===== config.mk =====
export PLATFORM = sky130hd
export DESIGN_NAME = rng_ctrl_unit
export DESIGN_NICKNAME = d
export VERILOG_FILES = /design/src/rtl/rng_pkg.sv /design/src/rtl/rng_word_src.sv /design/src/rtl/rng_cond_reset.sv /design/src/rtl/rng_seed_monitor.sv /design/src/rtl/rng_ready_timer.sv /design/src/rtl/rng_ctrl_unit.sv
export SDC_FILE = /design/constraint.sdc
export NUM_CORES = 1
export LEC_CHECK = 0
export BUFFER_PORTS_ARGS = -buffer_cell sky130_fd_sc_hd__buf_4
export CAP_MARGIN = 20
export CORE_MARGIN = 4
export CORE_UTILIZATION = 59
export DETAILED_ROUTE_END_ITERATION = 10
export PLACE_DENSITY = 0.8
export SLEW_MARGIN = 15
export SYNTH_ARGS = -nofsm -noshare
export SYNTH_HDL_FRONTEND = slang
export SYNTH_SLANG_ARGS = --single-unit

===== constraint.sdc =====
create_clock -name clk -period 3.6 [get_ports clk]
set_input_delay 0.36 -clock clk [delete_from_list [all_inputs] [get_ports clk]]
set_output_delay 0.36 -clock clk [all_outputs]
set_load 0.02 [all_outputs]

===== src/rtl/rng_pkg.sv =====
package rng_pkg;
   localparam int WORD_W  = 32;
   localparam int NOISE_W = 18;
   localparam int DIV_W   = 4;

   localparam logic [7:0] OFF_CTRL   = 8'h00;
   localparam logic [7:0] OFF_STAT   = 8'h04;
   localparam logic [7:0] OFF_DATA   = 8'h08;
   localparam logic [7:0] OFF_NOISE  = 8'h0C;
   localparam logic [7:0] OFF_HEALTH = 8'h10;

   // control register bit positions
   localparam int CB_EN     = 2;
   localparam int CB_CLKOFF = 5;
   localparam int CB_DIV    = 16;
   localparam int CB_CRST   = 30;
   localparam int CB_LOCK   = 31;
   localparam logic [WORD_W-1:0] CFG_MASK = 32'h03FF_FF20;

   // status register bit positions
   localparam int SB_RDY     = 0;
   localparam int SB_CLKNOW  = 1;
   localparam int SB_SEEDNOW = 2;
   localparam int SB_CLKIRQ  = 5;
   localparam int SB_SEEDIRQ = 6;
endpackage


===== src/rtl/rng_word_src.sv =====
module rng_word_src #(
   parameter logic [31:0] SEED = 32'h1234_5678,
   parameter int          KIND = 0
) (
   input  logic        clk,
   input  logic        rst_n,
   input  logic        step,
   output logic [31:0] word
);
   localparam logic [31:0] TAPS = 32'h8020_0003;
   logic [31:0] nxt;

   generate
      if (KIND == 0) begin : g_xorshift
         logic [31:0] s1, s2;
         assign s1  = word ^ (word << 13);
         assign s2  = s1 ^ (s1 >> 17);
         assign nxt = s2 ^ (s2 << 5);
      end else begin : g_galois
         assign nxt = word[0] ? ((word >> 1) ^ TAPS) : (word >> 1);
      end
   endgenerate

   always_ff @(posedge clk or negedge rst_n) begin
      if (!rst_n)    word <= SEED;
      else if (step) word <= nxt;
   end
endmodule


===== src/rtl/rng_cond_reset.sv =====
module rng_cond_reset #(
   parameter int RST_CYCLES = 3
) (
   input  logic clk,
   input  logic rst_n,
   input  logic req_set,
   input  logic req_clr,
   output logic busy,
   output logic done
);
   localparam int CW = $clog2(RST_CYCLES + 1);
   logic          hold_q;
   logic [CW-1:0] cnt_q;

   assign busy = hold_q || (cnt_q != '0);
   assign done = !req_set && !hold_q && (cnt_q == CW'(1));

   always_ff @(posedge clk or negedge rst_n) begin
      if (!rst_n) begin
         hold_q <= 1'b0;
         cnt_q  <= '0;
      end else if (req_set) begin
         hold_q <= 1'b1;
         cnt_q  <= CW'(RST_CYCLES);
      end else begin
         if (req_clr) hold_q <= 1'b0;
         if (!hold_q && cnt_q != '0) cnt_q <= cnt_q - CW'(1);
      end
   end
endmodule


===== src/rtl/rng_seed_monitor.sv =====
module rng_seed_monitor #(
   parameter int AUTO_WIN = 4
) (
   input  logic clk,
   input  logic rst_n,
   input  logic fault,
   input  logic crst_done,
   input  logic irq_clr,
   output logic secs,
   output logic seis
);
   localparam int CW = $clog2(AUTO_WIN + 1);
   logic [CW-1:0] run_q;
   logic          hard_q, hard_nx;

   always_comb begin
      hard_nx = hard_q;
      if (fault && run_q == CW'(AUTO_WIN - 1)) hard_nx = 1'b1;
      else if (crst_done && !fault)            hard_nx = 1'b0;
   end

   always_ff @(posedge clk or negedge rst_n) begin
      if (!rst_n) begin
         run_q  <= '0;
         hard_q <= 1'b0;
         secs   <= 1'b0;
         seis   <= 1'b0;
      end else begin
         if (!fault)                       run_q <= '0;
         else if (run_q != CW'(AUTO_WIN))  run_q <= run_q + CW'(1);
         hard_q <= hard_nx;
         secs   <= fault || hard_nx;
         if (fault)                        seis <= 1'b1;
         else if (crst_done || irq_clr)    seis <= 1'b0;
      end
   end
endmodule


===== src/rtl/rng_ready_timer.sv =====
module rng_ready_timer #(
   parameter int GEN_CYCLES = 4,
   parameter int DIV_W      = 4
) (
   input  logic             clk,
   input  logic             rst_n,
   input  logic             halt,
   input  logic             stall,
   input  logic             pop,
   input  logic [DIV_W-1:0] div,
   output logic             ready,
   output logic             capture
);
   localparam int CNT_W = $clog2(GEN_CYCLES + 1) + (1 << DIV_W);
   logic [CNT_W-1:0] t_q, lim_m1;

   assign lim_m1  = (CNT_W'(GEN_CYCLES) << div) - CNT_W'(1);
   assign capture = !halt && !pop && !ready && !stall && (t_q == lim_m1);

   always_ff @(posedge clk or negedge rst_n) begin
      if (!rst_n) begin
         ready <= 1'b0;
         t_q   <= '0;
      end else if (halt || pop) begin
         ready <= 1'b0;
         t_q   <= '0;
      end else if (ready || stall) begin
         t_q   <= '0;
      end else if (capture) begin
         ready <= 1'b1;
         t_q   <= '0;
      end else begin
         t_q   <= t_q + CNT_W'(1);
      end
   end
endmodule


===== src/rtl/rng_ctrl_unit.sv =====
module rng_ctrl_unit #(
   parameter int          ADDR_W     = 5,
   parameter int          GEN_CYCLES = 4,
   parameter int          RST_CYCLES = 3,
   parameter int          AUTO_WIN   = 4,
   parameter logic [31:0] SEED       = 32'h1234_5678,
   parameter int          SRC_KIND   = 0
) (
   input  logic              clk,
   input  logic              rst_n,
   input  logic              bus_wr,
   input  logic              bus_rd,
   input  logic [ADDR_W-1:0] bus_addr,
   input  logic [31:0]       bus_wdata,
   output logic [31:0]       bus_rdata,
   input  logic              seed_fault_i,
   input  logic              clk_fault_i
);
   import rng_pkg::*;

   generate
      if (ADDR_W < 5 || ADDR_W > 8) begin : g_bad_addr
         $error("ADDR_W must lie in 5..8");
      end
      if (GEN_CYCLES < 1 || RST_CYCLES < 1 || AUTO_WIN < 1) begin : g_bad_cnt
         $error("cycle counts must be at least 1");
      end
      if (SEED == 32'h0) begin : g_bad_seed
         $error("SEED must be nonzero");
      end
      if (SRC_KIND < 0 || SRC_KIND > 1) begin : g_bad_kind
         $error("SRC_KIND must be 0 or 1");
      end
   endgenerate

   localparam logic [ADDR_W-1:0] A_CTRL   = ADDR_W'(OFF_CTRL);
   localparam logic [ADDR_W-1:0] A_STAT   = ADDR_W'(OFF_STAT);
   localparam logic [ADDR_W-1:0] A_DATA   = ADDR_W'(OFF_DATA);
   localparam logic [ADDR_W-1:0] A_NOISE  = ADDR_W'(OFF_NOISE);
   localparam logic [ADDR_W-1:0] A_HEALTH = ADDR_W'(OFF_HEALTH);

   logic ctrl_wr, stat_wr, noise_wr, health_wr, data_pop;
   assign ctrl_wr   = bus_wr && bus_addr == A_CTRL;
   assign stat_wr   = bus_wr && bus_addr == A_STAT;
   assign noise_wr  = bus_wr && bus_addr == A_NOISE;
   assign health_wr = bus_wr && bus_addr == A_HEALTH;
   assign data_pop  = bus_rd && bus_addr == A_DATA;

   logic               en_q, lock_q, cecs_q, ceis_q;
   logic [WORD_W-1:0]  cfg_q, health_q;
   logic [NOISE_W-1:0] noise_q;
   logic               busy, crst_done, secs, seis, drdy, capture;
   logic [WORD_W-1:0]  word;
   logic               clk_err_now;

   assign clk_err_now = clk_fault_i && !cfg_q[CB_CLKOFF];

   always_ff @(posedge clk or negedge rst_n) begin
      if (!rst_n) begin
         en_q     <= 1'b0;
         lock_q   <= 1'b0;
         cfg_q    <= '0;
         noise_q  <= '0;
         health_q <= '0;
         cecs_q   <= 1'b0;
         ceis_q   <= 1'b0;
      end else begin
         if (ctrl_wr) begin
            en_q   <= bus_wdata[CB_EN];
            lock_q <= lock_q || bus_wdata[CB_LOCK];
            if (bus_wdata[CB_CRST] && !lock_q) cfg_q <= bus_wdata & CFG_MASK;
         end
         if (noise_wr && !lock_q)  noise_q  <= bus_wdata[NOISE_W-1:0];
         if (health_wr && !lock_q) health_q <= bus_wdata;
         cecs_q <= clk_err_now;
         if (clk_err_now)                         ceis_q <= 1'b1;
         else if (stat_wr && !bus_wdata[SB_CLKIRQ]) ceis_q <= 1'b0;
      end
   end

   rng_cond_reset #(.RST_CYCLES(RST_CYCLES)) u_crst (
      .clk     (clk),
      .rst_n   (rst_n),
      .req_set (ctrl_wr && bus_wdata[CB_CRST]),
      .req_clr (ctrl_wr && !bus_wdata[CB_CRST]),
      .busy    (busy),
      .done    (crst_done)
   );

   rng_seed_monitor #(.AUTO_WIN(AUTO_WIN)) u_seed (
      .clk       (clk),
      .rst_n     (rst_n),
      .fault     (seed_fault_i),
      .crst_done (crst_done),
      .irq_clr   (stat_wr && !bus_wdata[SB_SEEDIRQ]),
      .secs      (secs),
      .seis      (seis)
   );

   rng_ready_timer #(.GEN_CYCLES(GEN_CYCLES), .DIV_W(DIV_W)) u_timer (
      .clk     (clk),
      .rst_n   (rst_n),
      .halt    (!en_q || busy),
      .stall   (secs),
      .pop     (data_pop),
      .div     (cfg_q[CB_DIV +: DIV_W]),
      .ready   (drdy),
      .capture (capture)
   );

   rng_word_src #(.SEED(SEED), .KIND(SRC_KIND)) u_src (
      .clk   (clk),
      .rst_n (rst_n),
      .step  (capture),
      .word  (word)
   );

   logic [WORD_W-1:0] ctrl_view, stat_view;
   always_comb begin
      ctrl_view          = cfg_q;
      ctrl_view[CB_EN]   = en_q;
      ctrl_view[CB_CRST] = busy;
      ctrl_view[CB_LOCK] = lock_q;
      stat_view             = '0;
      stat_view[SB_RDY]     = drdy;
      stat_view[SB_CLKNOW]  = cecs_q;
      stat_view[SB_SEEDNOW] = secs;
      stat_view[SB_CLKIRQ]  = ceis_q;
      stat_view[SB_SEEDIRQ] = seis;
   end

   always_comb begin
      case (bus_addr)
         A_CTRL:   bus_rdata = ctrl_view;
         A_STAT:   bus_rdata = stat_view;
         A_DATA:   bus_rdata = secs ? '0 : word;
         A_NOISE:  bus_rdata = {{(WORD_W-NOISE_W){1'b0}}, noise_q};
         A_HEALTH: bus_rdata = health_q;
         default:  bus_rdata = '0;
      endcase
   end
endmodule


Word level (Yosys, flattened, before mapping)
Index checks and enable logic that the tools add are counted.

Register bits after elaboration: 134. Input port bits: 43. Output and inout bits: 32. Word-level logic and storage cells: 105.

$add $sub $neg: 4. Equality and inequality tests: 10. Shifts and indexed selects: 1. Muxes and demuxes: 20. Bitwise operators: 3. Reductions and logical operators: 51.

Operators by type and width (count): $pmux W32 S5 (1); $xor A32 B32 Y32 (2); $mux W19 (3); $mux W32 (1); $xor A32 B15 Y32 (1); $logic_and A1 B1 Y1 (22); $add A19 B1 Y19 const B (1); $eq A19 B19 Y1 (1); $shl A3 B4 Y19 const A (1); $sub A19 B2 Y19 const B (1); $logic_not A1 Y1 (13); $reduce_bool A2 Y1 (6); $mux W1 (11); $eq A5 B4 Y1 const B (2); $logic_or A1 B1 Y1 (7); $mux W3 (2); $eq A5 B3 Y1 const B (1); $eq A5 B5 Y1 const B (1); $logic_not A5 Y1 (1); $mux W2 (2); $ne A2 B1 Y1 const B (2); $reduce_and A2 Y1 (2); $add A3 B1 Y3 const B (1); $eq A3 B2 Y1 const B (1); other kinds (3) (3).

Logic depth before layout (Yosys ltp)
Depth in word-level cells: 11. Depth in mapped cells: 15. Mapped depth without buffers: 10.

By module
From an unflattened synthesis, not the netlist that was laid out.

Cell total of the unflattened synthesis: 683. Area, all modules: 7607.3 µm².

Modules (own cells, without submodules): rng_ctrl_unit (instances 1, cells each 272, area each 3638.5 µm², sequential area each 1826.8 µm²); rng_word_src (instances 1, cells each 160, area each 1833.0 µm², sequential area each 817.0 µm²); rng_ready_timer (instances 1, cells each 208, area each 1696.6 µm², sequential area each 500.5 µm²); rng_seed_monitor (instances 1, cells each 26, area each 279.0 µm², sequential area each 150.1 µm²); rng_cond_reset (instances 1, cells each 17, area each 160.2 µm², sequential area each 75.1 µm²).

Worst setup path before layout
No wires, ideal clock.

Path kind: reg2reg. From: reg cfg_q[19]. To: reg u_timer.t_q[10]. Setup time: 136 ps. Data arrival time: 2959 ps. Data required time: 3464 ps. Setup slack: 505 ps. Cell stages (with the launch flop): 16. Buffers on the path: 5. Clock period less this slack: 3095 ps. Cells stage by stage: dfrtp_1 > buf_2 > clkbuf_1 > nor2_1 > nand3b_1 > ha_1 > buf_2 > nor4b_2 > nand2_1 > a2111oi_2 > nand4_1 > nor3_4 > and2_1 > buf_4 > buf_6 > nor3_1.

Word-level cells in the longest chain between the ends: 7.

Ends and longest elaborated chain: from (decl) (line rng_ctrl_unit.sv:50) `logic [WORD_W-1:0] cfg_q, health_q;`; from (signal assigned) (line rng_ctrl_unit.sv:71) `if (bus_wdata[CB_CRST] && !lock_q) cfg_q <= bus_wdata & CFG_MASK;`; $shl A3 B4 Y19 (line rng_ready_timer.sv:17) `assign lim_m1 = (CNT_W'(GEN_CYCLES) << div) - CNT_W'(1);`; $sub A19 B2 Y19 (line rng_ready_timer.sv:17); $eq A19 B19 Y1 (line rng_ready_timer.sv:18) `assign capture = !halt && !pop && !ready && !stall && (t_q == lim_m1);`; $logic_and A1 B1 Y1 (line rng_ready_timer.sv:18); $mux W19 (line rng_ready_timer.sv:29) `end else if (capture) begin`; $mux W19 (line rng_ready_timer.sv:27) `end else if (ready || stall) begin`; $mux W19 (line rng_ready_timer.sv:24) `end else if (halt || pop) begin`; to (signal assigned) (line rng_ready_timer.sv:33) `t_q <= t_q + CNT_W'(1);`; to (decl) (line rng_ready_timer.sv:15) `logic [CNT_W-1:0] t_q, lim_m1;`.

Every way passes these cells. A chain may end at the register's enable or synchronous reset.

Final worst setup path
From: reg cfg_q[17]. To: reg u_timer.t_q[9].

The elaborated chain is that of the path after synthesis.

==> flow_summary_export.csv <==
group,metric,value,unit
clocking,clk_latency,0.42,ns
global_route,track_usage,26.33,%
synthesis,synth_top_area_share,42.19,%
synthesis,yosysMostFrequentCell,"dfrtp_1",
synthesis,synth-edff-count,0,
detailed_routing,ant_nets,0,
sta,hold_viol,0,
placed_design,dpl.hpwl,12.08,mm
global_route,grt_pass1_wl,29.30,mm
placed_design,gp_congestion,0.8784,
synthesis,synth-simple-area-share,13.39,%
detailed_routing,wl_met1,7.444,mm
global_route,antenna_found_initial,0,
worst_setup_path,cp_data_required_time,3.85,ns
cells_and_area,layout-drive-gt1-share,30.41,%
placed_design,place_inst,844,
synthesis,synth_compound_gate_area_share,8.804,%
synthesis,ys_ff_latch,134,
worst_setup_path,start_kind,"register",
floorplan,die_x,118.3,um
job,maxCapViolCount,0,
sta,relSlewSlack,33.67,%
sta,skew,0.006067,ns
detailed_routing,wl_met3,1.119,mm
detailed_routing,highest_layer,"met4",
worst_setup_path,cp_max_fo,19,
synthesis,synth_mux_area_share,12.50,%
synthesis,yosys_warnings,0,
worst_setup_path,worst-setup-path-type,"register to register",
clocking,post_cts_buffers,0,
run_status,outcome,"finished, final reports clean",
synthesis,synth_flop_cell,"dfrtp_1",
sta,fin_setup_tns,0,ns
clocking,ctsRootBufferMaster,"clkbuf_16",
detailed_routing,vias_per_cell,6.112,
clocking,cts.sinks,134,
sta,rsz0062_at_grt,"false",
clocking,clk_path_buf_depth,2,
synthesis,synth-xor-area-share,12.81,%
floorplan,initial_core_util,60.00,%
power,vdd_drop_max,0.5856,mV
floorplan,die-area,0.01399,sq mm
synthesis,yosysUniqueCellTypes,59,
clocking,cts-buffers-inserted,17,
clocking,cts_max_level,4,
global_route,grt-ovfl-total,0,
cells_and_area,diodes,0,
synthesis,synthAdderAreaFrac,1.220,%
placed_design,pre_cts_ws,0.5581,ns
synthesis,netlist_instances,658,
cells_and_area,multi_input_area,0.003505,sq mm
synthesis,syn-cell-area,0.007177,sq mm
power,power_leakage,3.885,nW
floorplan,die_y,118.3,um
detailed_routing,wire_per_inst,19.99,um
cells_and_area,fin_util,70.14,%
detailed_routing,drt_pass1_iterations,7,
placed_design,portBuffers,74,
synthesis,async_reset_ff_share,100.0,%
worst_setup_path,worstPathArrival,3.32,ns
sta,fmax,0.3263,GHz
clocking,cts_tree,"done",
synthesis,syn_nets,708,
sta,final-setup-viol-count,0,
cells_and_area,syn_to_final_growth,16.89,%
detailed_routing,wl_met2,8.829,mm
cells_and_area,fillers,882,
synthesis,synth_top_family_by_area,"simple AND/OR/NAND/NOR gates",
synthesis,synthTopCellsByArea,"dfrtp_1, mux2_2, xnor2_1",
synthesis,ys_seq_area_share,46.95,%
detailed_routing,vias,5360,
sta,min_period,3.065,ns
detailed_routing,drt_iter0_markers,553,
sta,final.period_utilization,85.14,%
power,power.density,483.5,mW/mm^2
floorplan,num_io_pins,75,
global_route,grt_max_degree,113,
sta,max_slew.worst_pin.slew,0.9926,ns
cells_and_area,layout.area.seq,0.003369,sq mm
cells_and_area,fin_nets,767,
clocking,clkTransAtPathRegs,0.06,ns
global_route,grt_pass1_vias,5484,
detailed_routing,wl,17.53,mm
min_path,hp-class,"input port to register",
floorplan,std_cell_rows,40,
synthesis,avgSynthCellArea,10.91,sq um
floorplan,coreArea,0.01196,sq mm
synthesis,synth_common_cells,"dfrtp_1, mux2_2, xnor2_1",
cells_and_area,final_cells,877,
detailed_routing,drc,0,
synthesis,yosysTopAreaCell,"dfrtp_1",
cells_and_area,post-route-cell-area,0.008389,sq mm
worst_setup_path,critPathCaptureType,"register",
placed_design,post_dp_cell_area,0.007836,sq mm
sta,setup_slack,0.5349,ns
sta,slew_violations,0,
[cells by family (layout without fill, tap and decap cells)]
kind of cell	Yosys count	count (layout)
muxes	80	80
xor gates and xnor gates	105	105
and+or+nand+nor	178	178
buffers and inverters	75	147
adders and majority gates	7	7
AOI/OAI and AO/OA	79	79
DFF	134	134
[power breakdown]
part | switching [mW] | internal, mW | leakage (nW)
clock | 0.671 | 0.904 | 0.264
sequential | 0.110 | 1.69 | 1.73
combinational | 0.359 | 0.322 | 1.89
total | 1.14 | 2.92 | 3.89
[cells in the final DEF, fill, tap and decap left out, types with 3 or more instances in the layout]
| cell | netlist | routed |
|---|---|---|
| a21oi_1 | 6 | 6 |
| a222oi_1 | 25 | 25 |
| a22o_1 | 4 | 4 |
| a22oi_1 | 10 | 10 |
| a31oi_1 | 4 | 4 |
| and2_1 | 3 | 3 |
| and3_1 | 6 | 6 |
| buf_4 | 3 | 89 |
| clkbuf_16 | 0 | 17 |
| clkinv_2 | 0 | 3 |
| clkinv_4 | 0 | 5 |
| dfrtp_1 | 121 | 121 |
| dfstp_2 | 13 | 13 |
| ha_1 | 7 | 7 |
| inv_1 | 24 | 24 |
| inv_6 | 0 | 3 |
| mux2_2 | 75 | 75 |
| mux2i_1 | 3 | 3 |
| nand2_1 | 55 | 55 |
| nand2b_1 | 4 | 4 |
| nand3_1 | 13 | 13 |
| nand3b_1 | 3 | 3 |
| nand4_1 | 26 | 26 |
| nor2_1 | 23 | 22 |
| nor2b_1 | 5 | 5 |
| nor3_1 | 23 | 22 |
| nor3b_1 | 3 | 3 |
| o211ai_1 | 3 | 3 |
| o21ai_0 | 8 | 8 |
| o22ai_1 | 3 | 3 |
| xnor2_1 | 72 | 72 |
| xor2_1 | 33 | 33 |
[timing repair]
| item | in CTS | in global routing |
|---|---|---|
| endpoints found under the hold margin | 22 | 0 |
| resized for setup | 0 | 0 |
| setup endpoints to repair | 0 | 0 |
| hold buffers | 1 | 0 |
[metal layers]
layer | global-route usage, % | vias up
met5 | 0 | -
met4 | 6.154 | 0
met3 | 6.603 | 14
met2 | 43.77 | 195
met1 | 34.91 | 2694
li1 | - | 2457
[critical path: stages (launching register included)]
cell	delay, ns
dfrtp_1	0.40
nor2_1	0.08
nand2_1	0.07
ha_1	0.38
nor4b_2	0.32
nand2_1	0.11
a2111oi_2	0.41
nand4_1	0.20
nor3_4	0.23
buf_4	0.24
and2_1	0.14
buf_4	0.22
nor3_1	0.09
[stage by stage]
| step | power [mW] | hold WS [ns] |
|---|---|---|
| 3_5_place_dp | 2.498 | 0.2722 |
| 6_report | 4.056 | 0.1680 |
| 2_1_floorplan | 2.272 | 0.06441 |
| 4_1_cts | 4.078 | 0.1597 |
| 5_1_grt | 4.257 | 0.1649 |
| 3_3_place_gp | 2.446 | 0.2738 |
[cell type report]
class | count | share of cell area [%]
clock buffer | 19 | 5.280
multi-input combinational | 449 | 41.77
clock inverter | 13 | 1.193
sequential | 134 | 40.16
timing repair buffer | 91 | 8.322
tap | 147 | 2.192
inverter | 24 | 1.074
[path summary, 6_finish.rpt]
kind                       depth (start not counted)                        to  slack, ns                    start
hold / removal                                     2   u_seed.seis$_DFFE_PN0P_       0.17             seed_fault_i
setup / recovery                                  12  u_timer.t_q[9]$_DFF_PN0_       0.53    cfg_q[17]$_DFFE_PN0P_
setup reg to reg                                  12  u_timer.t_q[9]$_DFF_PN0_       0.53    cfg_q[17]$_DFFE_PN0P_
hold reg to reg                                    1   u_seed.hard_q$_DFF_PN0_       0.50  u_seed.hard_q$_DFF_PN0_
min in group asynchronous                          2  health_q[27]$_DFFE_PN0P_       0.38                    rst_n
max in group asynchronous                          3     cfg_q[23]$_DFFE_PN0P_       2.36                    rst_n
[registers in the layout, summed over array words and instances, names as in the netlist]
register and cells:
u_timer.t_q 19, u_seed.seis 1, u_seed.hard_q 1, health_q 32
u_timer.ready 1, u_src.word 32, u_crst.hold_q 1, en_q 1
u_seed.secs 1, u_seed.run_q 3, ceis_q 1, lock_q 1
cecs_q 1, u_crst.cnt_q 2, noise_q 18, cfg_q 19
No activity file was read; power rests on OpenSTA's default activity.
